[src/rtl/cpm_pkg.sv]
package cpm_pkg;
  typedef enum logic [1:0] {
    ADD_BIAS = 2'd0,
    ADD_PSUM = 2'd1,
    ADD_LEFT = 2'd2,
    ADD_NONE = 2'd3
  } addend_sel_e;
endpackage

[src/rtl/cpm_mult_grid.sv]
// N x N multiplier grid: row i carries input channel i, column k output channel k.
// Products are registered and sign-extended to accumulator width, grouped by column.
module cpm_mult_grid #(
  parameter int N     = 4,
  parameter int R     = 8,
  parameter int ACC_W = 2 * R + $clog2(N)
) (
  input  logic                   clk,
  input  logic                   adv,
  input  logic [N*R-1:0]         feat,
  input  logic [N*N*R-1:0]       wgt,
  output logic [N*N*ACC_W-1:0]   col_prod
);
  localparam int PW = 2 * R;

  for (genvar i = 0; i < N; i++) begin : g_row
    for (genvar k = 0; k < N; k++) begin : g_col
      logic signed [PW-1:0]    prod;
      logic signed [ACC_W-1:0] prod_q;
      assign prod = $signed(feat[i*R +: R]) * $signed(wgt[(i*N+k)*R +: R]);
      always_ff @(posedge clk) begin
        if (adv) prod_q <= ACC_W'(prod);
      end
      assign col_prod[(k*N+i)*ACC_W +: ACC_W] = prod_q;
    end
  end
endmodule

[src/rtl/cpm_col_tree.sv]
// Pipelined binary adder tree of one column: log2(N) registered levels.
module cpm_col_tree #(
  parameter int N     = 4,
  parameter int ACC_W = 18
) (
  input  logic                 clk,
  input  logic                 adv,
  input  logic [N*ACC_W-1:0]   leaves,
  output logic [ACC_W-1:0]     sum
);
  localparam int LVL = $clog2(N);

  for (genvar l = 0; l <= LVL; l++) begin : g_lvl
    localparam int NODES = N >> l;
    logic [NODES*ACC_W-1:0] node;
    if (l == 0) begin : g_leaf
      assign node = leaves;
    end else begin : g_add
      always_ff @(posedge clk) begin
        if (adv) begin
          for (int j = 0; j < NODES; j++) begin
            node[j*ACC_W +: ACC_W] <= g_lvl[l-1].node[(2*j)*ACC_W +: ACC_W]
                                    + g_lvl[l-1].node[(2*j+1)*ACC_W +: ACC_W];
          end
        end
      end
    end
  end

  assign sum = g_lvl[LVL].node;
endmodule

[src/rtl/cpm_delay.sv]
// Enabled shift chain with reset, used to carry sideband and valid alongside the tree.
module cpm_delay #(
  parameter int W = 8,
  parameter int D = 1
) (
  input  logic         clk,
  input  logic         rst_n,
  input  logic         adv,
  input  logic [W-1:0] d,
  output logic [W-1:0] q
);
  logic [W-1:0] st [D];

  always_ff @(posedge clk) begin
    if (!rst_n) begin
      for (int i = 0; i < D; i++) st[i] <= '0;
    end else if (adv) begin
      st[0] <= d;
      for (int i = 1; i < D; i++) st[i] <= st[i-1];
    end
  end

  assign q = st[D-1];
endmodule

[src/rtl/cpm_acc_relu.sv]
// Accumulator adder row with a four-way addend select, then rectify and clamp.
module cpm_acc_relu
  import cpm_pkg::*;
#(
  parameter int N     = 4,
  parameter int R     = 8,
  parameter int ACC_W = 18
) (
  input  logic                 clk,
  input  logic                 rst_n,
  input  logic                 adv,
  input  logic                 in_vld,
  input  logic [N*ACC_W-1:0]   sums,
  input  logic [1:0]           sel,
  input  logic [N*R-1:0]       bias,
  input  logic [N*ACC_W-1:0]   psum,
  input  logic [N*R-1:0]       left,
  input  logic                 relu,
  output logic                 out_vld,
  output logic [N*ACC_W-1:0]   out_psum,
  output logic [N*R-1:0]       out_feat
);
  logic relu_q;
  addend_sel_e sel_e;
  assign sel_e = addend_sel_e'(sel);

  always_ff @(posedge clk) begin
    if (!rst_n) begin
      out_vld <= 1'b0;
      relu_q  <= 1'b0;
    end else if (adv) begin
      out_vld <= in_vld;
      relu_q  <= relu;
    end
  end

  for (genvar k = 0; k < N; k++) begin : g_lane
    logic signed [ACC_W-1:0] addend;
    logic signed [ACC_W-1:0] acc_q;
    logic [ACC_W-R:0]        top_bits;
    logic                    ovf;

    always_comb begin
      unique case (sel_e)
        ADD_BIAS: addend = ACC_W'($signed(bias[k*R +: R]));
        ADD_PSUM: addend = $signed(psum[k*ACC_W +: ACC_W]);
        ADD_LEFT: addend = ACC_W'($signed(left[k*R +: R]));
        default:  addend = '0;
      endcase
    end

    always_ff @(posedge clk) begin
      if (adv) acc_q <= $signed(sums[k*ACC_W +: ACC_W]) + addend;
    end

    assign top_bits = acc_q[ACC_W-1:R-1];
    assign ovf      = !((&top_bits) || !(|top_bits));

    always_comb begin
      if (relu_q && acc_q[ACC_W-1])
        out_feat[k*R +: R] = '0;
      else if (ovf && !acc_q[ACC_W-1])
        out_feat[k*R +: R] = {1'b0, {(R-1){1'b1}}};
      else if (ovf)
        out_feat[k*R +: R] = {1'b1, {(R-1){1'b0}}};
      else
        out_feat[k*R +: R] = acc_q[R-1:0];
    end

    assign out_psum[k*ACC_W +: ACC_W] = acc_q;
  end
endmodule

[src/rtl/cpm_mac_array.sv]
// Channel-parallel MAC array: multiplier grid, column trees, accumulator row, rectify/clamp.
module cpm_mac_array #(
  parameter int N = 4,
  parameter int R = 8,
  localparam int LVL   = $clog2(N),
  localparam int ACC_W = 2 * R + LVL,
  localparam int LAT   = LVL + 2
) (
  input  logic                 clk,
  input  logic                 rst_n,
  input  logic                 in_valid,
  output logic                 in_ready,
  input  logic [N*R-1:0]       in_feat,
  input  logic [N*N*R-1:0]     in_wgt,
  input  logic [1:0]           in_mode,
  input  logic [N*R-1:0]       in_bias,
  input  logic [N*ACC_W-1:0]   in_psum,
  input  logic [N*R-1:0]       in_left,
  input  logic                 in_relu,
  output logic                 out_valid,
  input  logic                 out_ready,
  output logic [N*ACC_W-1:0]   out_psum,
  output logic [N*R-1:0]       out_feat
);
  localparam int SB_W = 1 + 2 + N*R + N*ACC_W + N*R + 1;

  logic                 adv;
  logic [N*N*ACC_W-1:0] col_prod;
  logic [N*ACC_W-1:0]   col_sum;
  logic [SB_W-1:0]      sb_in, sb_out;
  logic                 d_vld, d_relu;
  logic [1:0]           d_mode;
  logic [N*R-1:0]       d_bias, d_left;
  logic [N*ACC_W-1:0]   d_psum;

  // whole pipeline moves unless a finished result is waiting
  assign adv      = !out_valid || out_ready;
  assign in_ready = adv;

  cpm_mult_grid #(.N(N), .R(R), .ACC_W(ACC_W)) u_grid (
    .clk      (clk),
    .adv      (adv),
    .feat     (in_feat),
    .wgt      (in_wgt),
    .col_prod (col_prod)
  );

  for (genvar k = 0; k < N; k++) begin : g_tree
    cpm_col_tree #(.N(N), .ACC_W(ACC_W)) u_tree (
      .clk    (clk),
      .adv    (adv),
      .leaves (col_prod[k*N*ACC_W +: N*ACC_W]),
      .sum    (col_sum[k*ACC_W +: ACC_W])
    );
  end

  assign sb_in = {in_valid && in_ready, in_mode, in_bias, in_psum, in_left, in_relu};

  cpm_delay #(.W(SB_W), .D(LVL + 1)) u_side (
    .clk   (clk),
    .rst_n (rst_n),
    .adv   (adv),
    .d     (sb_in),
    .q     (sb_out)
  );

  assign {d_vld, d_mode, d_bias, d_psum, d_left, d_relu} = sb_out;

  cpm_acc_relu #(.N(N), .R(R), .ACC_W(ACC_W)) u_acc (
    .clk      (clk),
    .rst_n    (rst_n),
    .adv      (adv),
    .in_vld   (d_vld),
    .sums     (col_sum),
    .sel      (d_mode),
    .bias     (d_bias),
    .psum     (d_psum),
    .left     (d_left),
    .relu     (d_relu),
    .out_vld  (out_valid),
    .out_psum (out_psum),
    .out_feat (out_feat)
  );
endmodule

[config.mk]
export PLATFORM = sky130hd
export DESIGN_NAME = cpm_mac_array
export DESIGN_NICKNAME = d
export VERILOG_FILES = /design/src/rtl/cpm_pkg.sv /design/src/rtl/cpm_mult_grid.sv /design/src/rtl/cpm_col_tree.sv /design/src/rtl/cpm_delay.sv /design/src/rtl/cpm_acc_relu.sv /design/src/rtl/cpm_mac_array.sv
export SDC_FILE = /design/constraint.sdc
export NUM_CORES = 2
export LEC_CHECK = 0
export CAP_MARGIN = 20
export CORE_UTILIZATION = 28
export CTS_BUF_LIST = sky130_fd_sc_hd__clkbuf_4
export CTS_CLUSTER_DIAMETER = 150
export DETAILED_ROUTE_END_ITERATION = 10
export RECOVER_POWER = 50
export SLEW_MARGIN = 10
export SYNTH_ARGS = -nofsm -noshare
export SYNTH_HDL_FRONTEND = slang
export SYNTH_SLANG_ARGS = --single-unit
[constraint.sdc]
create_clock -name clk -period 23.2 [get_ports clk]
set_clock_uncertainty 0.1 [all_clocks]
set_input_delay 3.48 -clock clk [delete_from_list [all_inputs] [get_ports clk]]
set_output_delay 3.48 -clock clk [all_outputs]
set_load 0.005 [all_outputs]
# After elaboration in Yosys (flattened, before gate mapping)

Memories as Yosys holds them, arrays and structs flattened.
Cells that the tools add are included.

Multipliers: 16
Muxes and demuxes: 23
Reductions and logical operators: 36
Bitwise operators: 3
Equal/unequal tests: 2
$add $sub $neg: 16

Operators with widths:

| cell                 | count |
|---|---|
| $mux W140            | 3 |
| $mul A8 B8 Y16       | 16 |
| $pmux W18 S3         | 4 |
| $add A18 B18 Y18     | 8 |
| $add A16 B16 Y17     | 8 |
| $mux W8              | 12 |
| $reduce_and A11 Y1   | 4 |
| $reduce_or A11 Y1    | 4 |
| $logic_not A1 Y1     | 13 |
| $logic_and A1 B1 Y1  | 9 |
| $logic_or A1 B1 Y1   | 5 |
| $mux W1              | 4 |
| $or A1 B1 Y1         | 3 |
| $eq A2 B1 Y1 const B | 1 |
| $eq A2 B2 Y1 const B | 1 |
| $logic_not A2 Y1     | 1 |

Bits in registers: 546
Output and inout port bits: 106
Input port bits: 303
Memories kept: 1
Logic and storage cells: 127
Memory bits (writable): 420

Memories:

| name      | depth | bits a word | rd ports | clocked after memory_dff | write ports | RTL line        | text |
|---|---|---|---|---|---|---|---|
| u_side.st | 3     | 140         | 3        | 0                        | 3           | cpm_delay.sv:12 | `logic [W-1:0] st [D];` |

# Depth between registers and ports, before layout

Word-level depth: 7
Gate-level depth with buffers: 20
Mapped depth without buffers: 19

# By module

A second synthesis with hierarchy kept.

Cell total of the unflattened synthesis: 8576
Area total of the unflattened synthesis: 89664.7 µm²

Modules (own cells, without submodules):

| module                              | area each (µm²) | cells each | instances |
|---|---|---|---|
| cpm_mult_grid                       | 48939.4         | 5007       | 1 |
| cpm_delay                           | 16798.6         | 1074       | 1 |
| cpm_col_tree (g_tree[0].u_tree ...) | 4189.0          | 420        | 3 |
| cpm_acc_relu                        | 6991.7          | 793        | 1 |
| cpm_col_tree (g_tree[3].u_tree)     | 4345.4          | 440        | 1 |
| cpm_mac_array                       | 22.5            | 2          | 1 |

# Worst setup path after synthesis

No wires, ideal clock.

Kind: input -> output
Start: input out_ready
End: output in_ready
Arrival time: 18252 ps
Slack: 1368 ps
Stages on the path: 3
Path buffers: 1
Cells stage by stage: nor2b_1 > clkinv_1 > clkbuf_1

Cells in the longest elaborated chain, start to end: 1

Ends and longest elaborated chain:

| item               | RTL line            | text |
|---|---|---|
| start: declaration | cpm_mac_array.sv:21 | `input logic out_ready,` |
| $logic_or A1 B1 Y1 | cpm_mac_array.sv:37 | `assign adv = !out_valid \|\| out_ready;` |
| end: declaration   | cpm_mac_array.sv:12 | `output logic in_ready,` |

Every way passes these cells.

==> results.sh <==
export IMPL_status="finished with violations"
export IMPL_violations="max-capacitance violations, max-slew violations"
export IMPL_dp_hpwl_um=178600
export IMPL_drt_wl_total_um=227700
export IMPL_worstSetupEndpointType="flip-flop"
export IMPL_cp_arrival_ns=14.37
export IMPL_die_h_um=552.6
export IMPL_ios=409
export IMPL_drtIter0Drc=4035
export IMPL_yosysSeqAreaShare_pct=33.87
export IMPL_syn_inst=7938
export IMPL_dieArea_mm2=0.3054
export IMPL_path_max_fanout=298
export IMPL_start_util_pct=28.22
export IMPL_postCtsSetupRepairBufs=0
export IMPL_grt_pass1_vias=60510
export IMPL_globalplace_congestion=0.8722
export IMPL_worst_slew_pin_slew_ns=9.337
export IMPL_clockBufferDepth=4
export IMPL_syn_area_mm2=0.08489
export IMPL_slew_violations=1081
export IMPL_final_common_cell="inv_1"
export IMPL_synth_seq_cells=958
export IMPL_dr_pass1_iters=6
export IMPL_core_area_mm2=0.3008
export IMPL_port_buffers=408
export IMPL_syn2layout_area_growth_pct=14.07
export IMPL_fmax_mhz=74.28
export IMPL_static_leakage_power_nw=44.14
export IMPL_vias=58540
export IMPL_setup_violations=0
export IMPL_clk_latency_ns=1.26
export IMPL_hold_path_class="flip-flop to flip-flop"
export IMPL_criticalPathCategory="input pin to flip-flop"
export IMPL_antenna_found_initial=64
export IMPL_dp_slack_ns=13.75
export IMPL_holdPathStages=1
export IMPL_layout_common_cells="inv_1 (1428), edfxtp_1 (956), fa_1 (896)"
export IMPL_cp_required_ns=24.11
export IMPL_synth_cell_types=81
export IMPL_power_density_mw_per_mm2=122.5
export IMPL_finalNetCount=10400
export IMPL_slew_headroom_pct=-522.4
export IMPL_clkTransAtPathRegs_ns=0.07
export IMPL_vias_per_cell=4.637
export IMPL_maxCapViolCount=13
export IMPL_synth_ff_type="edfxtp_1"
export IMPL_grt_pass1_wl_um=352200
export IMPL_rsz0062_at_grt="false"
export IMPL_ctsHoldBuffers=0
export IMPL_synth_avg_cell_area_um2=10.69
export IMPL_num_rows=201
export IMPL_synth_top_area_share_pct=33.82
export IMPL_vdd_drop_max_v=0.00008753
export IMPL_cts_tree="done"
export IMPL_syn_num_nets=9865
export IMPL_synth_area_leaders="edfxtp_1 (34%), fa_1 (21%), ha_1 (11%)"
export IMPL_drive_above_1_share_pct=5.901
export IMPL_drc=0
export IMPL_clock_sinks=958
export IMPL_overflow=0
export IMPL_postRouteAntennaNets=0
export IMPL_final_setup_worst_slack_ns=9.738
export IMPL_synth_edf_count=956
export IMPL_fin_crit_sh_pct=58.03
export IMPL_fin_tns_setup_ns=0
export IMPL_htreeDepth=5
export IMPL_die_x_um=552.6
export IMPL_r2r_cells=6
export IMPL_cts_resized=0
export IMPL_yosys_area_top_type="edfxtp_1"
export IMPL_synth_async_reset_ratio_pct=0
export IMPL_ys_warn_count=0
export IMPL_hold_violations=0
export IMPL_startpoint_type="input pin"
export IMPL_fillers=30600
export IMPL_grt_max_degree=299
export IMPL_numCtsBuffers=288
export IMPL_gr_usage_all_layers_pct=14.91
export IMPL_period_needed_ns=13.46
export IMPL_clockRootBuffer="clkbuf_4"
export IMPL_avgRoutedWirePerCell_um=18.04
==> path summary, 6_finish.rpt <==
kind / startpoint / to / slack (ns)
max: rst_n / u_side.st[0][108] / 9.74
min: u_side.st[0][216] / u_side.st[0][356] / 0.33
max reg2reg: u_acc.out_vld / u_grid.g_row[2].g_col[2].prod_q[14] / 14.64
min reg2reg: u_side.st[0][216] / u_side.st[0][356] / 0.33
==> critical path, cell delays in order <==
cell and delay, ns:
clkbuf_1 2.91, clkbuf_1 6.74, and3_1 1.02
==> layout make-up <==
cell class	count	area (um^2)	area share, %
clock buffers	392	2943	3.039
clock inverters	67	379.1	0.3915
multi-input cells	5334	49900	51.54
flip-flops and latches	958	28750	29.69
inverters	1429	5365	5.541
well taps	3958	4952	5.114
repair buffers	462	4479	4.626
diodes	25	62.56	0.06461
==> kinds of logic after synthesis <==
kind of cell    Yosys count  synth area share, %
simple gates           2270                14.64
xor+xnor                448                4.622
mux                      56               0.6869
buf+inv                1646                7.281
compound gates          936                7.040
flops                   958                33.87
fa+ha+maj              1624                31.86
==> registers in the layout, summed over array words and instances (netlist names) <==
register	flops
u_grid.g_row.g_col.prod_q	256
u_acc.g_lane.acc_q	72
u_acc.out_vld	1
u_acc.relu_q	1
g_tree.u_tree.sum	72
u_side.st	420
g_tree.u_tree.g_lvl.node	136
==> per-layer routing <==
metal	share of wire, %	track usage (%)	wire [um]	vias up
li1	-	-	-	27410
met1	45	20.00	102300	29160
met2	45	23.23	101600	1518
met3	6.9	3.514	15780	384
met4	3.3	5.563	7589	70
met5	0.19	0	433	-
==> per-stage QoR <==
stage	cell area (um^2)	utilization (%)	hold slack, ns	instances	total power, mW
after floorplan	84890	-	0.3340	7938	7.970
after global placement	93550	31.10	0.3452	12140	10.20
after detailed placement	93550	31.10	0.3551	12140	10.37
after CTS	96880	32.21	0.3411	12600	12.01
after global routing	96820	32.19	0.3581	12620	12.89
final	96830	32.19	0.3326	12630	11.86
==> cells in the mapped netlist (169+ instances only) <==
master	n
ha_1	728
nand2_1	450
clkbuf_1	211
edfxtp_1	956
nor2_1	219
fa_1	896
o21ai_0	169
and2_1	673
and3_1	450
a21oi_1	310
inv_1	1428
xnor2_1	369
==> power breakdown <==
group,internal (mW),leakage (nW),switching [mW]
sequential,2.86,10.7,0.403
clock,0.819,2.01,0.744
combinational,2.97,31.4,4.07
No activity file was read; power rests on OpenSTA's default activity.
